### src/rtl/uart9_pkg.sv
// Shared types for the nine-bit serial port.
// Assumes: control register layout is fixed by the bit order below.
package uart9_pkg;
    typedef enum logic [1:0] {
        MODE_SHIFT = 2'b00,
        MODE_ASYNC8 = 2'b01,
        MODE_FIXED9 = 2'b10,
        MODE_VAR9 = 2'b11
    } mode_e;

    typedef struct packed {
        logic [1:0] mode;
        logic       filt;
        logic       ren;
        logic       tb8;
        logic       rb8;
        logic       ti;
        logic       ri;
    } ctl_t;

    localparam logic ADDR_CTL = 1'b0;
    localparam logic ADDR_BUF = 1'b1;
endpackage

### src/rtl/uart9_regs.sv
// Control/status register and receive buffer.
// Assumes: hardware flag sets win over a host write in the same cycle.
module uart9_regs
    import uart9_pkg::*;
(
    input  logic       clk,
    input  logic       rst_n,
    input  logic       reg_we,
    input  logic       reg_addr,
    input  logic [7:0] reg_wdata,
    output logic [7:0] reg_rdata,
    input  logic       ti_set,
    input  logic       rx_load,
    input  logic       rb8_we,
    input  logic [7:0] rx_data,
    input  logic       rx_bit9,
    output ctl_t       ctl_q
);
    logic [7:0] rbuf_q;

    // Register updates: host writes first, hardware events override.
    always_ff @(posedge clk) begin
        if (!rst_n) begin
            ctl_q  <= '0;
            rbuf_q <= '0;
        end else begin
            if (reg_we && reg_addr == ADDR_CTL) ctl_q <= ctl_t'(reg_wdata);
            if (ti_set) ctl_q.ti <= 1'b1;
            if (rx_load) begin
                ctl_q.ri <= 1'b1;
                rbuf_q   <= rx_data;
            end
            if (rb8_we) ctl_q.rb8 <= rx_bit9;
        end
    end

    // Read mux.
    always_comb begin
        reg_rdata = (reg_addr == ADDR_BUF) ? rbuf_q : ctl_q;
    end
endmodule

### src/rtl/uart9_async_tx.sv
// Asynchronous transmitter for 10- and 11-bit frames.
// Assumes: os_tick is a one-cycle pulse at 16x the bit rate; starts while busy are ignored.
module uart9_async_tx (
    input  logic       clk,
    input  logic       rst_n,
    input  logic       os_tick,
    input  logic       start,
    input  logic [7:0] data,
    input  logic       nine,
    input  logic       tb8,
    output logic       txd,
    output logic       busy,
    output logic       ti_set
);
    localparam int FW = 11;
    logic [FW-1:0] sh_q;
    logic [3:0]    tcnt_q;
    logic [3:0]    bitn_q;
    logic [3:0]    last_q;
    logic          bit_end;

    always_comb bit_end = busy && os_tick && tcnt_q == 4'd15;

    // Frame shifter and bit timing.
    always_ff @(posedge clk) begin
        if (!rst_n) begin
            sh_q   <= '1;
            tcnt_q <= '0;
            bitn_q <= '0;
            last_q <= '0;
            busy   <= 1'b0;
        end else if (start && !busy) begin
            sh_q   <= nine ? {1'b1, tb8, data, 1'b0} : {2'b11, data, 1'b0};
            last_q <= nine ? 4'd10 : 4'd9;
            tcnt_q <= '0;
            bitn_q <= '0;
            busy   <= 1'b1;
        end else if (busy && os_tick) begin
            tcnt_q <= tcnt_q + 4'd1;
            if (tcnt_q == 4'd15) begin
                if (bitn_q == last_q) begin
                    busy <= 1'b0;
                end else begin
                    sh_q   <= {1'b1, sh_q[FW-1:1]};
                    bitn_q <= bitn_q + 4'd1;
                end
            end
        end
    end

    // Line level and TI at the entry to the stop bit.
    always_comb begin
        txd    = busy ? sh_q[0] : 1'b1;
        ti_set = bit_end && (bitn_q + 4'd1 == last_q);
    end
endmodule

### src/rtl/uart9_async_rx.sv
// Asynchronous receiver with 3-sample majority and frame qualification.
// Assumes: os_tick at 16x the bit rate; rxd is asynchronous and is synchronized here.
module uart9_async_rx (
    input  logic       clk,
    input  logic       rst_n,
    input  logic       os_tick,
    input  logic       en,
    input  logic       nine,
    input  logic       filt,
    input  logic       ri,
    input  logic       rxd,
    output logic       load,
    output logic [7:0] data,
    output logic       bit9
);
    logic [2:0] sync_q;
    logic       busy_q;
    logic [3:0] tcnt_q;
    logic [3:0] bitn_q;
    logic [1:0] vote_q;
    logic       b9_q;
    logic       bitv;
    logic       mid;
    logic [3:0] last;
    logic       accept;

    // Input synchronizer plus previous-sample stage for edge detection.
    always_ff @(posedge clk) begin
        if (!rst_n) sync_q <= 3'b111;
        else        sync_q <= {sync_q[1:0], rxd};
    end

    // Majority vote and decision point.
    always_comb begin
        bitv   = (vote_q[1] & vote_q[0]) | (vote_q[1] & sync_q[1]) | (vote_q[0] & sync_q[1]);
        mid    = busy_q && os_tick && tcnt_q == 4'd9;
        last   = nine ? 4'd10 : 4'd9;
        accept = nine ? (!filt || b9_q) : (!filt || bitv);
        load   = mid && en && bitn_q == last && accept && !ri;
        bit9   = nine ? b9_q : bitv;
    end

    // Frame state machine.
    always_ff @(posedge clk) begin
        if (!rst_n) begin
            busy_q <= 1'b0;
            tcnt_q <= '0;
            bitn_q <= '0;
            vote_q <= '0;
            b9_q   <= 1'b0;
            data   <= '0;
        end else if (!busy_q) begin
            if (en && sync_q[2] && !sync_q[1]) begin
                busy_q <= 1'b1;
                tcnt_q <= '0;
                bitn_q <= '0;
            end
        end else if (!en) begin
            busy_q <= 1'b0;
        end else if (os_tick) begin
            tcnt_q <= tcnt_q + 4'd1;
            if (tcnt_q >= 4'd7 && tcnt_q <= 4'd8) vote_q <= {vote_q[0], sync_q[1]};
            if (tcnt_q == 4'd15) bitn_q <= bitn_q + 4'd1;
            if (tcnt_q == 4'd9) begin
                if (bitn_q == 4'd0) begin
                    if (bitv) busy_q <= 1'b0;
                end else if (bitn_q <= 4'd8) begin
                    data <= {bitv, data[7:1]};
                end else if (nine && bitn_q == 4'd9) begin
                    b9_q <= bitv;
                end
                if (bitn_q == last) busy_q <= 1'b0;
            end
        end
    end
endmodule

### src/rtl/uart9_shift0.sv
// Mode-0 synchronous shift engine: 8 bits LSB first with a divided shift clock.
// Assumes: transmit and receive do not overlap; transmit has priority at idle.
module uart9_shift0 #(
    parameter int M0_DIV = 12
) (
    input  logic       clk,
    input  logic       rst_n,
    input  logic       act,
    input  logic       start_tx,
    input  logic [7:0] tx_data,
    input  logic       ren,
    input  logic       ri,
    input  logic       rxd,
    output logic       data_o,
    output logic       data_oe,
    output logic       sclk,
    output logic       ti_set,
    output logic       load,
    output logic [7:0] rx_data
);
    localparam int CW   = (M0_DIV > 2) ? $clog2(M0_DIV) : 1;
    localparam int HALF = M0_DIV / 2;

    logic [CW-1:0] cnt_q;
    logic [2:0]    bitn_q;
    logic [7:0]    sh_q;
    logic          busy_q;
    logic          dir_tx_q;
    logic [1:0]    sync_q;
    logic          fin;

    // Data input synchronizer.
    always_ff @(posedge clk) begin
        if (!rst_n) sync_q <= 2'b11;
        else        sync_q <= {sync_q[0], rxd};
    end

    always_comb begin
        fin     = busy_q && cnt_q == CW'(M0_DIV - 1) && bitn_q == 3'd7;
        sclk    = busy_q && cnt_q >= CW'(HALF);
        data_o  = sh_q[0];
        data_oe = busy_q && dir_tx_q;
        ti_set  = fin && dir_tx_q;
        load    = fin && !dir_tx_q && ren && !ri;
        rx_data = sh_q;
    end

    // Shift sequencer.
    always_ff @(posedge clk) begin
        if (!rst_n) begin
            cnt_q    <= '0;
            bitn_q   <= '0;
            sh_q     <= '0;
            busy_q   <= 1'b0;
            dir_tx_q <= 1'b0;
        end else if (!busy_q) begin
            cnt_q  <= '0;
            bitn_q <= '0;
            if (act && start_tx) begin
                busy_q   <= 1'b1;
                dir_tx_q <= 1'b1;
                sh_q     <= tx_data;
            end else if (act && ren && !ri) begin
                busy_q   <= 1'b1;
                dir_tx_q <= 1'b0;
            end
        end else if (!act || (!dir_tx_q && !ren)) begin
            busy_q <= 1'b0;
        end else begin
            cnt_q <= cnt_q + CW'(1);
            if (!dir_tx_q && cnt_q == CW'(HALF - 1)) sh_q <= {sync_q[1], sh_q[7:1]};
            if (cnt_q == CW'(M0_DIV - 1)) begin
                cnt_q <= '0;
                if (dir_tx_q) sh_q <= {1'b0, sh_q[7:1]};
                if (bitn_q == 3'd7) busy_q <= 1'b0;
                else                bitn_q <= bitn_q + 3'd1;
            end
        end
    end
endmodule

### src/rtl/uart9_port.sv
// Top of the nine-bit multiprocessor serial port: tick selection and engine wiring.
// Assumes: baud_tick is a one-cycle pulse at 16x the bit rate of modes 1 and 3.
module uart9_port
    import uart9_pkg::*;
#(
    parameter int M2_TICK_DIV = 4,
    parameter int M0_DIV      = 12
) (
    input  logic       clk,
    input  logic       rst_n,
    input  logic       reg_we,
    input  logic       reg_addr,
    input  logic [7:0] reg_wdata,
    output logic [7:0] reg_rdata,
    input  logic       baud_tick,
    input  logic       rxd_i,
    output logic       txd_o,
    output logic       m0_data_o,
    output logic       m0_data_oe,
    output logic       m0_clk_o,
    output logic       irq_o
);
    localparam int M2W = (M2_TICK_DIV > 2) ? $clog2(M2_TICK_DIV) : 1;

    ctl_t          ctl_q;
    mode_e         mode;
    logic [M2W-1:0] m2cnt_q;
    logic          os_tick;
    logic          wr_buf;
    logic          atx_busy, atx_ti, s0_ti;
    logic          arx_load, s0_load, rx_load;
    logic [7:0]    arx_data, s0_data, rx_data;
    logic          arx_bit9;

    always_comb begin
        mode   = mode_e'(ctl_q.mode);
        wr_buf = reg_we && reg_addr == ADDR_BUF;
    end

    // Fixed divider for mode 2 oversampling.
    always_ff @(posedge clk) begin
        if (!rst_n || mode != MODE_FIXED9)         m2cnt_q <= '0;
        else if (m2cnt_q == M2W'(M2_TICK_DIV - 1)) m2cnt_q <= '0;
        else                                       m2cnt_q <= m2cnt_q + M2W'(1);
    end

    // Oversample tick source per mode.
    always_comb begin
        case (mode)
            MODE_FIXED9: os_tick = (m2cnt_q == M2W'(M2_TICK_DIV - 1));
            MODE_ASYNC8, MODE_VAR9: os_tick = baud_tick;
            default: os_tick = 1'b0;
        endcase
    end

    uart9_regs u_regs (
        .clk(clk), .rst_n(rst_n), .reg_we(reg_we), .reg_addr(reg_addr),
        .reg_wdata(reg_wdata), .reg_rdata(reg_rdata),
        .ti_set(atx_ti | s0_ti), .rx_load(rx_load), .rb8_we(arx_load),
        .rx_data(rx_data), .rx_bit9(arx_bit9), .ctl_q(ctl_q)
    );

    uart9_async_tx u_atx (
        .clk(clk), .rst_n(rst_n), .os_tick(os_tick),
        .start(wr_buf && mode != MODE_SHIFT), .data(reg_wdata),
        .nine(ctl_q.mode[1]), .tb8(ctl_q.tb8),
        .txd(txd_o), .busy(atx_busy), .ti_set(atx_ti)
    );

    uart9_async_rx u_arx (
        .clk(clk), .rst_n(rst_n), .os_tick(os_tick),
        .en(ctl_q.ren && mode != MODE_SHIFT), .nine(ctl_q.mode[1]),
        .filt(ctl_q.filt), .ri(ctl_q.ri), .rxd(rxd_i),
        .load(arx_load), .data(arx_data), .bit9(arx_bit9)
    );

    uart9_shift0 #(.M0_DIV(M0_DIV)) u_s0 (
        .clk(clk), .rst_n(rst_n), .act(mode == MODE_SHIFT),
        .start_tx(wr_buf), .tx_data(reg_wdata), .ren(ctl_q.ren), .ri(ctl_q.ri),
        .rxd(rxd_i), .data_o(m0_data_o), .data_oe(m0_data_oe), .sclk(m0_clk_o),
        .ti_set(s0_ti), .load(s0_load), .rx_data(s0_data)
    );

    // Receive source merge and interrupt.
    always_comb begin
        rx_load = arx_load | s0_load;
        rx_data = (mode == MODE_SHIFT) ? s0_data : arx_data;
        irq_o   = ctl_q.ti | ctl_q.ri;
    end
endmodule

### config.mk
export PLATFORM = sky130hd
export DESIGN_NAME = uart9_port
export DESIGN_NICKNAME = d
export VERILOG_FILES = /design/src/rtl/uart9_pkg.sv /design/src/rtl/uart9_regs.sv /design/src/rtl/uart9_async_tx.sv /design/src/rtl/uart9_async_rx.sv /design/src/rtl/uart9_shift0.sv /design/src/rtl/uart9_port.sv
export SDC_FILE = /design/constraint.sdc
export NUM_CORES = 1
export LEC_CHECK = 0
export ABC_AREA = 1
export ABC_CLOCK_PERIOD_IN_PS = 2300
export BUFFER_PORTS_ARGS = -buffer_cell sky130_fd_sc_hd__buf_2
export CAP_MARGIN = 20
export CORE_UTILIZATION = 50
export CTS_BUF_LIST = sky130_fd_sc_hd__clkbuf_2 sky130_fd_sc_hd__clkbuf_4 sky130_fd_sc_hd__clkbuf_8
export DETAILED_ROUTE_END_ITERATION = 16
export HOLD_SLACK_MARGIN = 0.03
export PLACE_DENSITY = 0.76
export SYNTH_ARGS = -nofsm -noshare
export SYNTH_HDL_FRONTEND = slang
export SYNTH_HIERARCHICAL = 1
export SYNTH_SLANG_ARGS = --single-unit
### constraint.sdc
create_clock -name clk -period 2.3 [get_ports clk]
set_input_delay 0.46 -clock clk [delete_from_list [all_inputs] [get_ports clk]]
set_output_delay 0.46 -clock clk [all_outputs]
set_load 0.02 [all_outputs]
### Word level (Yosys, flattened, before mapping)

Cells that the tools add are included.

| cells by class | value |
|---|---|
| $add $sub $neg | 7 |
| $lt $le $gt $ge | 4 |
| equal/unequal tests | 20 |
| multiplexer cells | 51 |
| bitwise gates (word level) | 16 |
| reduce and logical (&&, ||, !) cells | 70 |

Operators by type and width:

| kind | count |
|---|---|
| 2-to-1 mux 8 bit | 8 |
| 2-to-1 mux 11 bit | 4 |
| 2-to-1 mux 4 bit | 9 |
| logical AND 1 bit | 31 |
| 2-to-1 mux 1 bit | 26 |
| adder 4 x 1 -> 4 bit, second input constant | 5 |
| equality test 4 bit, second input constant | 5 |
| nonzero test 2 bit | 10 |
| AND reduction 3 bit | 5 |
| equality test 4 bit | 3 |
| 2-to-1 mux 10 bit | 1 |
| >= comparator 4 x 3 -> 1 bit, second input constant | 2 |
| less-or-equal comparator 4 bit, second input constant | 2 |
| logical NOT 1 bit | 8 |
| NOT 1 bit | 8 |
| AND reduction 4 bit | 2 |
| AND reduction 7 bit | 1 |
| equality test 2 bit, second input constant | 3 |
| != test 2 x 1 -> 1 bit, second input constant | 3 |
| != test 2 bit, second input constant | 3 |
| AND reduction 2 bit | 3 |
| AND reduction 6 bit | 1 |
| OR reduction 2 bit | 3 |
| OR 1 bit | 5 |
| other kinds (12) | 17 |

| storage, ports and cells | value |
|---|---|
| flip-flop bits (word level) | 84 |
| input bits | 14 |
| output and inout bits | 13 |
| logic and storage cells | 195 |

### Longest topological paths before layout

Gate-level depths: netlist (run 1).

| logic depth | value |
|---|---|
| word-level depth | 11 |
| depth in mapped cells | 15 |
| gate-level depth less buffers | 14 |

### By module

The synthesis (run 1) kept the hierarchy.

Modules (own cells, without submodules):

| module | instances | cells each | area an instance (um2) | seq. area each (um2) |
|---|---|---|---|---|
| uart9_async_tx | 1 | 166 | 1181.1 | 440.4 |
| uart9_async_rx | 1 | 165 | 1173.6 | 460.4 |
| uart9_shift0 | 1 | 150 | 1074.8 | 380.4 |
| uart9_regs | 1 | 105 | 694.4 | 320.3 |
| uart9_port | 1 | 50 | 279.0 | 40.0 |

### Worst setup path after synthesis (run 1)

Ideal clock, no wire load.

| path | value |
|---|---|
| path type | register to register |
| from | register, netlist name u_regs/ctl_q[7] |
| to | register u_regs.rbuf_q[0] |
| setup time | 0.116 ns |
| arrival time | 1.796 ns |
| required time | 2.184 ns |
| setup slack | 0.388 ns |
| stages on the path, launching flop included | 14 |
| path buffers | 2 |
| period minus slack after synthesis | 1.912 ns |
| cell sequence | dfxtp_1 buf_6 nor2_4 buf_6 nor2_1 nand2_1 inv_2 nand2_2 nor3_1 o21a_1 or2_2 inv_2 nor2_1 nor2_1 |

| on the way | value |
|---|---|
| cells in the longest elaborated chain, start to end | 10 |
| elaborated cells on any way between the ends | 19 |
| classes of those cells | 4 x eq/ne; 4 x mux; 1 x bitwise; 10 x reduce/logical |

RTL lines:

| item | RTL line | source |
|---|---|---|
| equality test 2 x 1 -> 1 bit or equality test 2 bit (tied branches) | uart9_port.sv:49 | `case (mode)` |
| OR reduction 2 bit | uart9_port.sv:49 |  |
| case mux 1 bit (2 select lines) | uart9_port.sv:49 |  |
| logical AND 1 bit (2 in series) | uart9_async_rx.sv:36 | `mid = busy_q && os_tick && tcnt_q == 4'd9;` |
| logical AND 1 bit (2 in series) | uart9_async_rx.sv:39 | `load = mid && en && bitn_q == last && accept && !ri;` |
| logical AND 1 bit * (2 in series) | uart9_async_rx.sv:39 |  |
| named net arx_load | uart9_port.sv:31 | `logic arx_load, s0_load, rx_load;` |
| OR 1 bit * | uart9_port.sv:86 | `rx_load = arx_load \| s0_load;` |
| named net rx_load | uart9_port.sv:31 |  |
| end signal, assigned | uart9_regs.sv:31 | `rbuf_q <= rx_data;` |
| end, declared | uart9_regs.sv:19 | `logic [7:0] rbuf_q;` |

The timed path passes the listed nets; every way through them passes the cells marked *.
A chain may end at the register's enable or synchronous reset.

### Worst setup path after layout (run 1)

| path | value |
|---|---|
| from | register, netlist name u_regs/ctl_q[7] |
| to | register u_regs.rbuf_q[2] |

| on the way | value |
|---|---|
| cells in the longest elaborated chain, start to end | 10 |
| elaborated cells on any way between the ends | 19 |
| classes of those cells | 4 x eq/ne; 4 x mux; 1 x bitwise; 10 x reduce/logical |

RTL lines:

| item | RTL line |
|---|---|
| equality test 2 x 1 -> 1 bit or equality test 2 bit (tied branches) | uart9_port.sv:49 |
| OR reduction 2 bit | uart9_port.sv:49 |
| case mux 1 bit (2 select lines) | uart9_port.sv:49 |
| logical AND 1 bit (2 in series) | uart9_async_rx.sv:36 |
| logical AND 1 bit (2 in series) | uart9_async_rx.sv:39 |
| logical AND 1 bit * (2 in series) | uart9_async_rx.sv:39 |
| named net arx_load | uart9_port.sv:31 |
| OR 1 bit * | uart9_port.sv:86 |
| named net rx_load | uart9_port.sv:31 |

Marks and branches as above.

==> impl_metrics.yaml, run 1 <==
sta:
  finalCriticalPeriod_ns: 2.00
  final-setup-viol-count: 0
  rsz0062_at_grt: "false"
  setup_tns_ns: 0
  clock_skew_ns: 0.0109
  hold_viol: 0
  tightest_slew_ns: 0.523
  drv_slew: 0
  fmax_ghz: 0.501
  relSlewSlack_pct: 65.2
  period_share_pct: 86.8
floorplan:
  num_io_pins: 27
  start_util_pct: 52.5
  die_height_um: 95.8
  rows: 33
  core_um2: 8380
  die_w_um: 95.8
  dieArea_um2: 9190
placed_design:
  hpwlAfterDp_mm: 7.54
  dp_cells: 760
  place.port_buffers: 26
  placed_area_um2: 4620
  gp_congestion: 0.883
final_layout:
  fill_cells: 825
  synthToLayoutAreaGrowth_pct: 10.0
  final_cells: 776
  nets: 694
  antenna_cells: 0
  design_area_um2: 4840
  drive_above_1_share_pct: 16.2
worst_hold_path:
  hold_class: "input port to register"
  hp-start: "rxd_i"
synthesis:
  yosysWarningCount: 6
  postSynthAreaPerCell_um2: 6.92
  synth_ff_type: "dfxtp_1"
  synth_common_cells: "nand2_1, dfxtp_1, nor2_1"
  synth_top_area_share_pct: 37.3
  synth.area.top_cells: "dfxtp_1, nand2_1, nor2_1"
  synth_most_common_cell: "nand2_1"
  yosysSeqAreaShare_pct: 37.3
  yosysTopAreaCell: "dfxtp_1"
  yosys_register_bits: 82
  synthesis.nets: 664
  synth_cells: 636
  synth-edff-count: 0
  yosysUniqueCellTypes: 42
  async_flop_share_pct: 0
  synth_area_um2: 4400
routing:
  avgRoutedWirePerCell_um: 13.2
  vias: 4049
  dr.pass1.iters: 4
  first_iter_violations: 172
  antenna_left: 0
  vias_per_cell: 5.22
  drc: 0
  drt_wl_total_mm: 10.3
grt:
  grt_usage_pct: 24.2
  grt_pass1_wl_mm: 17.0
  grt-ovfl-total: 0
  grt_max_degree: 26
  grt_pass1_vias: 3689
  antenna_found_initial: 0
critical_path:
  path_max_fanout: 9
  critical_path_class: "register to register"
  crit_start: "u_regs/ctl_q[7]$_SDFFE_PN0P_"
  reg2reg_setup_slack_ns: 0.30
  start_kind: "register"
  regToRegStartpoint: "u_regs/ctl_q[7]$_SDFFE_PN0P_"
  worstPathArrival_ns: 2.25
  cp-end-kind: "register"
  crit_required_ns: 2.56
cts:
  clock-sinks: 82
  clock_path_buffers: 2
  cts_tree: "built"
  h-tree-depth: 3
  clk_latency_ns: 0.36
  cts_buffers: 9
  postCtsSetupBuffers: 0
  clkTransAtPathRegs_ns: 0.09
  ctsHoldBuffers: 0
  cts_resized: 0
  cts-root-buf: "clkbuf_8"
power:
  ir_worst_vdd_v: 0.000342
  powerDensity_nw_per_um2: 613
  p_leak_nw: 2.30
flow_run:
  cap_violations: 0
outcome:
  run_status: "completed"
-- through the flow --
stage	utilization, %	hold WS, ns	power, mW	setup WS [ns]
2_1_floorplan	-	0.393	1.74	0.388
3_3_place_gp	55.1	0.395	1.82	0.375
3_5_place_dp	55.1	0.403	1.83	0.282
4_1_cts	57.8	0.339	2.98	0.300
5_1_grt	57.8	0.332	3.09	0.0646
6_report	57.8	0.342	2.97	0.303
-- registers in the layout, summed over array words and instances, names as in the netlist, 4 cells and up --
| name | flops |
|---|---|
| u_arx/bitn_q | 4 |
| u_arx/data | 8 |
| u_arx/tcnt_q | 4 |
| u_atx/bitn_q | 4 |
| u_atx/sh_q | 10 |
| u_atx/tcnt_q | 4 |
| u_regs/ctl_q | 8 |
| u_regs/rbuf_q | 8 |
| u_s0/cnt_q | 4 |
| u_s0/rx_data | 8 |
-- cell type report --
| class | instances | area, um2 | share of cell area, % |
|---|---|---|---|
| tap | 105 | 131 | 2.71 |
| clock buffer | 9 | 124 | 2.56 |
| clock inverter | 7 | 100 | 2.07 |
| sequential | 82 | 1640 | 33.9 |
| inverter | 83 | 318 | 6.56 |
| multi-input combinational | 453 | 2320 | 47.8 |
| timing repair buffer | 37 | 213 | 4.39 |
-- metal layers --
metal | wire [um] | GRT usage, %
met2 | 4830 | 39.6
met3 | 448 | 2.84
met1 | 4820 | 32.5
met4 | 166 | 9.33
met5 | 0 | 0
-- cells in the final DEF, fill, tap and decap left out, types with 2 or more instances in the layout --
cell type  synthesis  final
nand2_1          147    147
dfxtp_1           82     82
nor2_1            78     78
inv_1             68     68
nand3_1           53     53
o21ai_0           40     40
a21oi_1           31     31
buf_2              7     26
ha_1              14     14
inv_2             12     12
nand2_2           12     12
buf_4              3     11
o21ai_1           11     11
or2_2             10     10
clkbuf_8           0      9
nor3_1             8      8
nand4_1            8      8
xor2_1             5      5
nand2_4            5      5
nor2_4             4      4
nand3b_1           4      4
clkinv_4           1      3
a22oi_1            3      3
nor2_2             2      2
clkinv_2           1      2
inv_6              0      2
bufinv_16          0      2
nand4_2            2      2
a21oi_2            2      2
xnor2_1            2      2
a211oi_1           2      2
-- critical path, cell delays in order (launching register included) --
cell,delay (ns)
dfxtp_1,0.36
buf_4,0.17
nor2_4,0.05
nor2_1,0.20
nand2_1,0.11
inv_2,0.09
nand2_2,0.07
nor3_1,0.17
o21a_1,0.17
or2_2,0.21
inv_2,0.11
nor2_1,0.13
nor2_1,0.06
-- path summary, 6_finish.rpt --
| check | depth (start not counted) | endpoint |
|---|---|---|
| worst min-delay path | 2 | u_arx/sync_q[0]$_SDFF_PN1_ |
| worst max-delay path | 12 | u_regs/rbuf_q[2]$_SDFFE_PN0P_ |
| worst min register to register | 1 | u_arx/sync_q[1]$_SDFF_PN1_ |
| worst max register to register | 12 | u_regs/rbuf_q[2]$_SDFFE_PN0P_ |
-- cells by family (layout without fill, tap and decap cells) --
| kind of cell | after synthesis | in the layout | share of synthesized area (%) |
|---|---|---|---|
| simple gates | 338 | 338 | 35.6 |
| buf+inv | 101 | 136 | 10.1 |
| compound gates | 94 | 94 | 11.6 |
| flops | 82 | 82 | 37.3 |
| fa+ha+maj | 14 | 14 | 3.98 |
| xor+xnor | 7 | 7 | 1.39 |
-- power breakdown --
part           internal, mW  switching, mW  leakage [nW]  total (mW)
clock                 0.621          0.551         0.114        1.17
combinational         0.101          0.205          1.52       0.305
sequential             1.46         0.0314         0.666        1.49
total                  2.18          0.788          2.30        2.97
No activity file was read; power rests on OpenSTA's default activity.
==> run 2: changes to the inputs <==
--- a/config.mk
+++ b/config.mk
@@ -16,5 +16,4 @@
 export PLACE_DENSITY = 0.76
 export SYNTH_ARGS = -nofsm -noshare
 export SYNTH_HDL_FRONTEND = slang
-export SYNTH_HIERARCHICAL = 1
 export SYNTH_SLANG_ARGS = --single-unit
==> run 2 against run 1 <==
Effect of this change: routed wire length decreased by 6.5%; first-iteration DRC count increased by 41%; critical path depth decreased by 9; maximum frequency decreased by 2.3%; combinational power decreased by 5%; critical path type is now register to primary output; utilization increased by 0.61 points; via count decreased by 3.5%; clock skew increased by 0.0016 ns; total power increased by 0.88%; critical endpoint is now reg_rdata[7].
==> impl_metrics.yaml, run 2 <==
critical_path:
  timing.critical_path.to: "reg_rdata[7]"
  crit_required_ns: 1.84
  r2r-end: "u_atx.bitn_q[1]$_SDFFE_PP0P_"
  regToRegStartpoint: "u_regs.ctl_q[7]$_SDFFE_PN0P_"
  worstPathArrival_ns: 1.58
  reg2reg_setup_slack_ns: 0.37
  path_max_fanout: 8
  rr_worst_depth: 7
  crit_start: "u_regs.ctl_q[7]$_SDFFE_PN0P_"
  cp-end-kind: "primary output"
  critical_path_class: "register to primary output"
  start_kind: "register"
power:
  powerDensity_nw_per_um2: 650
  ir_worst_vdd_v: 0.000398
  p_leak_nw: 2.05
sta:
  fmax_ghz: 0.489
  finalCriticalPeriod_ns: 2.04
  relSlewSlack_pct: 60.3
  hold_viol: 0
  final-setup-viol-count: 0
  clock_skew_ns: 0.0125
  layout_setup_ws_ns: 0.257
  tightest_slew_ns: 0.595
  setup_tns_ns: 0
  rsz0062_at_grt: "false"
  period_share_pct: 88.8
  drv_slew: 0
synthesis:
  yosysWarningCount: 0
  yosysTopAreaCell: "dfxtp_1"
  postSynthAreaPerCell_um2: 6.95
  synth_cells: 601
  synth_area_um2: 4180
  synth_most_common_cell: "nand2_1"
  yosysUniqueCellTypes: 37
  yosys_register_bits: 80
  synth_top_area_share_pct: 38.3
  synth_common_cells: "nand2_1, dfxtp_1, inv_1"
  synth-edff-count: 0
  yosysSeqAreaShare_pct: 38.3
  synthesis.nets: 629
  synth.area.top_cells: "dfxtp_1, nand2_1, o21ai_0"
  async_flop_share_pct: 0
  synth_ff_type: "dfxtp_1"
placed_design:
  hpwlAfterDp_mm: 6.97
  place.port_buffers: 26
  gp_congestion: 0.835
  post-place-ws_ns: 0.252
final_layout:
  final_common_cell: "nand2_1"
  regArea_um2: 1600
  fill_cells: 741
  final_cell_mix: "nand2_1, dfxtp_1, inv_1"
  nets: 651
  multi_input_area_um2: 2200
  largest_reg_flops: 10
  top_register: "u_atx.sh_q"
  antenna_cells: 0
  synthToLayoutAreaGrowth_pct: 10.2
  drive_above_1_share_pct: 12.6
floorplan:
  start_util_pct: 53.0
  core_um2: 7890
  die_w_um: 93.4
  rows: 32
  die_height_um: 93.4
  dieArea_um2: 8730
  num_io_pins: 27
cts:
  clock-sinks: 80
  cts_resized: 0
  ctsHoldBuffers: 0
  clock_path_buffers: 2
  clkTransAtPathRegs_ns: 0.08
  h-tree-depth: 3
  clk_latency_ns: 0.36
  cts_tree: "built"
  postCtsSetupBuffers: 0
  cts-root-buf: "clkbuf_8"
  cts_buffers: 9
routing:
  drc: 0
  vias_per_cell: 5.36
  antenna_left: 0
  drt_wl_total_mm: 9.60
  first_iter_violations: 242
  avgRoutedWirePerCell_um: 13.2
  dr.pass1.iters: 5
  vias: 3907
grt:
  grt_pass1_wl_mm: 16.8
  grt_pass1_vias: 3769
  grt-ovfl-total: 0
  grt_max_degree: 26
  grt_usage_pct: 24.3
  antenna_found_initial: 0
worst_hold_path:
  hold_class: "input port to register"
  hp-start: "rxd_i"
flow_run:
  cap_violations: 0
outcome:
  run_status: "completed"
==> run 2: cell types whose count changed after synthesis, moves of 8 or more <==
| cell | previous run | this run |
|---|---|---|
| a21oi_1 | 31 | 49 |
| nand2_1 | 147 | 138 |
| o21ai_0 | 40 | 55 |
| clkbuf_1 | 1 | 9 |
| o21ai_1 | 11 | 2 |
| nor2_1 | 78 | 63 |
==> run 2: worst max-delay path, cell delays in order (launching register included) <==
cell and delay, ns:
dfxtp_1 0.54, inv_2 0.16, o21ai_0 0.29, buf_2 0.23
==> run 2: layout make-up <==
cell class / instances / area share [%]
Tap cell: 102 / 2.77
Inverter: 74 / 6.03
Sequential cell: 80 / 34.8
Timing Repair Buffer: 30 / 3.48
Multi-Input combinational cell: 428 / 47.8
Clock buffer: 9 / 2.69
Clock inverter: 6 / 2.50
==> run 2: kinds of logic after synthesis <==
kind of cell	synth area share (%)
xor gates and xnor gates	1.89
adders and majority gates	4.19
AOI/OAI and AO/OA	15.1
buffers and inverters	9.04
and+or+nand+nor	31.5
DFF	38.3
==> run 2: per-layer routing <==
metal / GRT usage, % / part of all wire, % / vias to the layer above
met2: 39.1 / 46 / 89
li1: - / - / 1977
met3: 4.23 / 4.8 / 21
met4: 11.7 / 2.2 / 0
met5: 0 / 0 / -
met1: 31.5 / 47 / 1820
==> run 2: stage by stage <==
stage                     util, %  cells  instance area (um2)  hold slack (ns)  power, mW
after floorplan                 -    601                 4180            0.393       1.69
after global placement       55.4    714                 4370            0.404       1.76
after detailed placement     55.4    714                 4370            0.397       1.77
after CTS                    58.4    729                 4610            0.283       3.01
after global routing         58.4    729                 4610            0.297       3.11
final                        58.4    729                 4610            0.291       3.00
==> run 2: power breakdown <==
| part | switching, mW | internal [mW] |
|---|---|---|
| combinational | 0.201 | 0.0884 |
| sequential | 0.0282 | 1.42 |
| clock | 0.531 | 0.722 |
==> run 2: how the worst min path moves through the flow <==
| stage | cells past startpoint | slack (ns) | to |
|---|---|---|---|
| 3_5_place_dp | 1 | 0.40 | u_arx.sync_q[1]$_SDFF_PN1_ |
| 3_3_place_gp | 1 | 0.40 | u_arx.sync_q[1]$_SDFF_PN1_ |
| 5_1_grt | 2 | 0.30 | u_s0.sync_q[0]$_SDFF_PN1_ |
| 2_1_floorplan | 1 | 0.39 | u_arx.sync_q[1]$_SDFF_PN1_ |
| 6_report | 2 | 0.29 | u_s0.sync_q[0]$_SDFF_PN1_ |
| 4_1_cts | 2 | 0.28 | u_s0.sync_q[0]$_SDFF_PN1_ |
==> run 3: changes to the inputs <==
--- a/config.mk
+++ b/config.mk
@@ -7,7 +7,7 @@
 export LEC_CHECK = 0
 export ABC_AREA = 1
 export ABC_CLOCK_PERIOD_IN_PS = 2300
-export BUFFER_PORTS_ARGS = -buffer_cell sky130_fd_sc_hd__buf_2
+export BUFFER_PORTS_ARGS = -buffer_cell sky130_fd_sc_hd__buf_4
 export CAP_MARGIN = 20
 export CORE_UTILIZATION = 50
 export CTS_BUF_LIST = sky130_fd_sc_hd__clkbuf_2 sky130_fd_sc_hd__clkbuf_4 sky130_fd_sc_hd__clkbuf_8
==> run 3 against run 2 <==
Effect of this change: clock power shrank 8%; clock skew decreased by 0.0018 ns; via count fell by 0.41%; critical path type unchanged; die area is the same; first-iteration DRC count down 20%; final cell count unchanged.
==> impl_metrics.yaml, run 3 (synthesized netlist as in run 2, its figures left out) <==
outcome:
  run_status: "completed"
critical_path:
  regToRegStartpoint: "u_regs.ctl_q[7]$_SDFFE_PN0P_"
  critPathMaxStageDelay_ns: 0.55
  critical_path.cell_chain: "inv_2 > o21ai_0 > buf_4"
  path_max_fanout: 8
  worstPathArrival_ns: 1.58
  critical_path_class: "register to primary output"
  crit_start: "u_regs.ctl_q[7]$_SDFFE_PN0P_"
  start_kind: "register"
  cp_slowest_cell: "dfxtp_1"
  cp-end-kind: "primary output"
  crit_required_ns: 1.84
sta:
  finalCriticalPeriod_ns: 2.04
  setup_tns_ns: 0
  hold_viol: 0
  relSlewSlack_pct: 65.4
  drv_slew: 0
  final-setup-viol-count: 0
  rsz0062_at_grt: "false"
  fmax_ghz: 0.491
  tightest_slew_ns: 0.519
  clock_skew_ns: 0.0106
  period_share_pct: 88.6
  layout_setup_ws_ns: 0.262
final_layout:
  final_cell_mix: "nand2_1, dfxtp_1, inv_1"
  nets: 651
  top_register: "u_atx.sh_q"
  largest_reg_flops: 10
  final_common_cell: "nand2_1"
  synthToLayoutAreaGrowth_pct: 11.3
  drive_above_1_share_pct: 12.6
  design_area_um2: 4650
  fill_cells: 731
  antenna_cells: 0
routing:
  first_iter_violations: 194
  vias_per_cell: 5.34
  vias: 3891
  antenna_left: 0
  drt_wl_total_mm: 9.61
  dr.pass1.iters: 5
  avgRoutedWirePerCell_um: 13.2
  drc: 0
cts:
  cts_resized: 0
  postCtsSetupBuffers: 0
  clock-sinks: 80
  cts_buffers: 9
  clock_path_buffers: 2
  clk_latency_ns: 0.36
  cts_tree: "built"
  clkTransAtPathRegs_ns: 0.08
  cts-root-buf: "clkbuf_8"
  ctsHoldBuffers: 0
  h-tree-depth: 3
floorplan:
  dieArea_um2: 8730
  die_height_um: 93.4
  die_w_um: 93.4
  core_um2: 7890
  start_util_pct: 53.0
  rows: 32
  num_io_pins: 27
power:
  ir_worst_vdd_v: 0.000390
  switching_share_pct: 25.6
  p_leak_nw: 2.05
  powerDensity_nw_per_um2: 624
  clkPwrFrac_pct: 39.6
  p_comb_share_pct: 10.3
  p_switching_uw: 743
  power_frac_seq_pct: 50.1
  p_int_mw: 2.16
placed_design:
  place.port_buffers: 26
  gp_congestion: 0.898
  post-place-ws_ns: 0.451
  hpwlAfterDp_mm: 6.94
  placed_area_um2: 4430
grt:
  grt_pass1_wl_mm: 16.8
  grt_max_degree: 32
  antenna_found_initial: 0
  grt_pass1_vias: 3745
  grt-ovfl-total: 0
  grt_usage_pct: 24.4
flow_run:
  cap_violations: 0
worst_hold_path:
  hp-start: "rxd_i"
  hold_class: "input port to register"
## run 3: area by class of cell
class	count	area [um2]	area share, %
inverter	74	278	5.97
clock inverter	5	81.3	1.75
sequential	80	1600	34.4
clock buffer	10	138	2.96
timing repair buffer	30	225	4.84
tap	102	128	2.74
multi-input combinational	428	2200	47.3
## run 3: path summary, 6_finish.rpt
kind              slack [ns]                            to  cells after the start
setup reg to reg        0.52  u_atx.tcnt_q[2]$_SDFFE_PP0P_                      6
hold / removal          0.29     u_s0.sync_q[0]$_SDFF_PN1_                      2
setup / recovery        0.26                  reg_rdata[7]                      3
hold reg to reg         0.42    u_arx.sync_q[1]$_SDFF_PN1_                      1
## run 3: worst max-delay path, delay by kind of cell, from the launching register on
| family | cells | cell delay [ns] |
|---|---|---|
| compound gates | 1 | 0.31 |
| flops | 1 | 0.55 |
| buf+inv | 2 | 0.37 |
## run 3: metal layers
layer  up-vias  part of all wire (%)  GRT usage, %
li1       1981                     -             -
met1      1786                    45          29.9
met2       107                    47          40.4
met3        17                   7.1          7.07
met4         0                   1.4          9.10
met5         -                     0             0
## run 3: power groups by stage
stage	combinational (mW)	clock, mW	sequential, mW
finish	0.300	1.15	1.45
global route	0.338	1.23	1.46
CTS	0.297	1.17	1.45
detailed placement	0.295	0	1.49
global placement	0.288	0	1.48
floorplan	0.211	0	1.48
## run 3: metrics by stage
stage,power (mW),util (%),std cells,hold slack [ns]
after floorplan,1.69,-,601,0.393
after global placement,1.77,56.2,714,0.406
after detailed placement,1.78,56.2,714,0.406
after CTS,2.92,59.0,729,0.282
after global routing,3.02,59.0,729,0.280
final,2.90,59.0,729,0.291
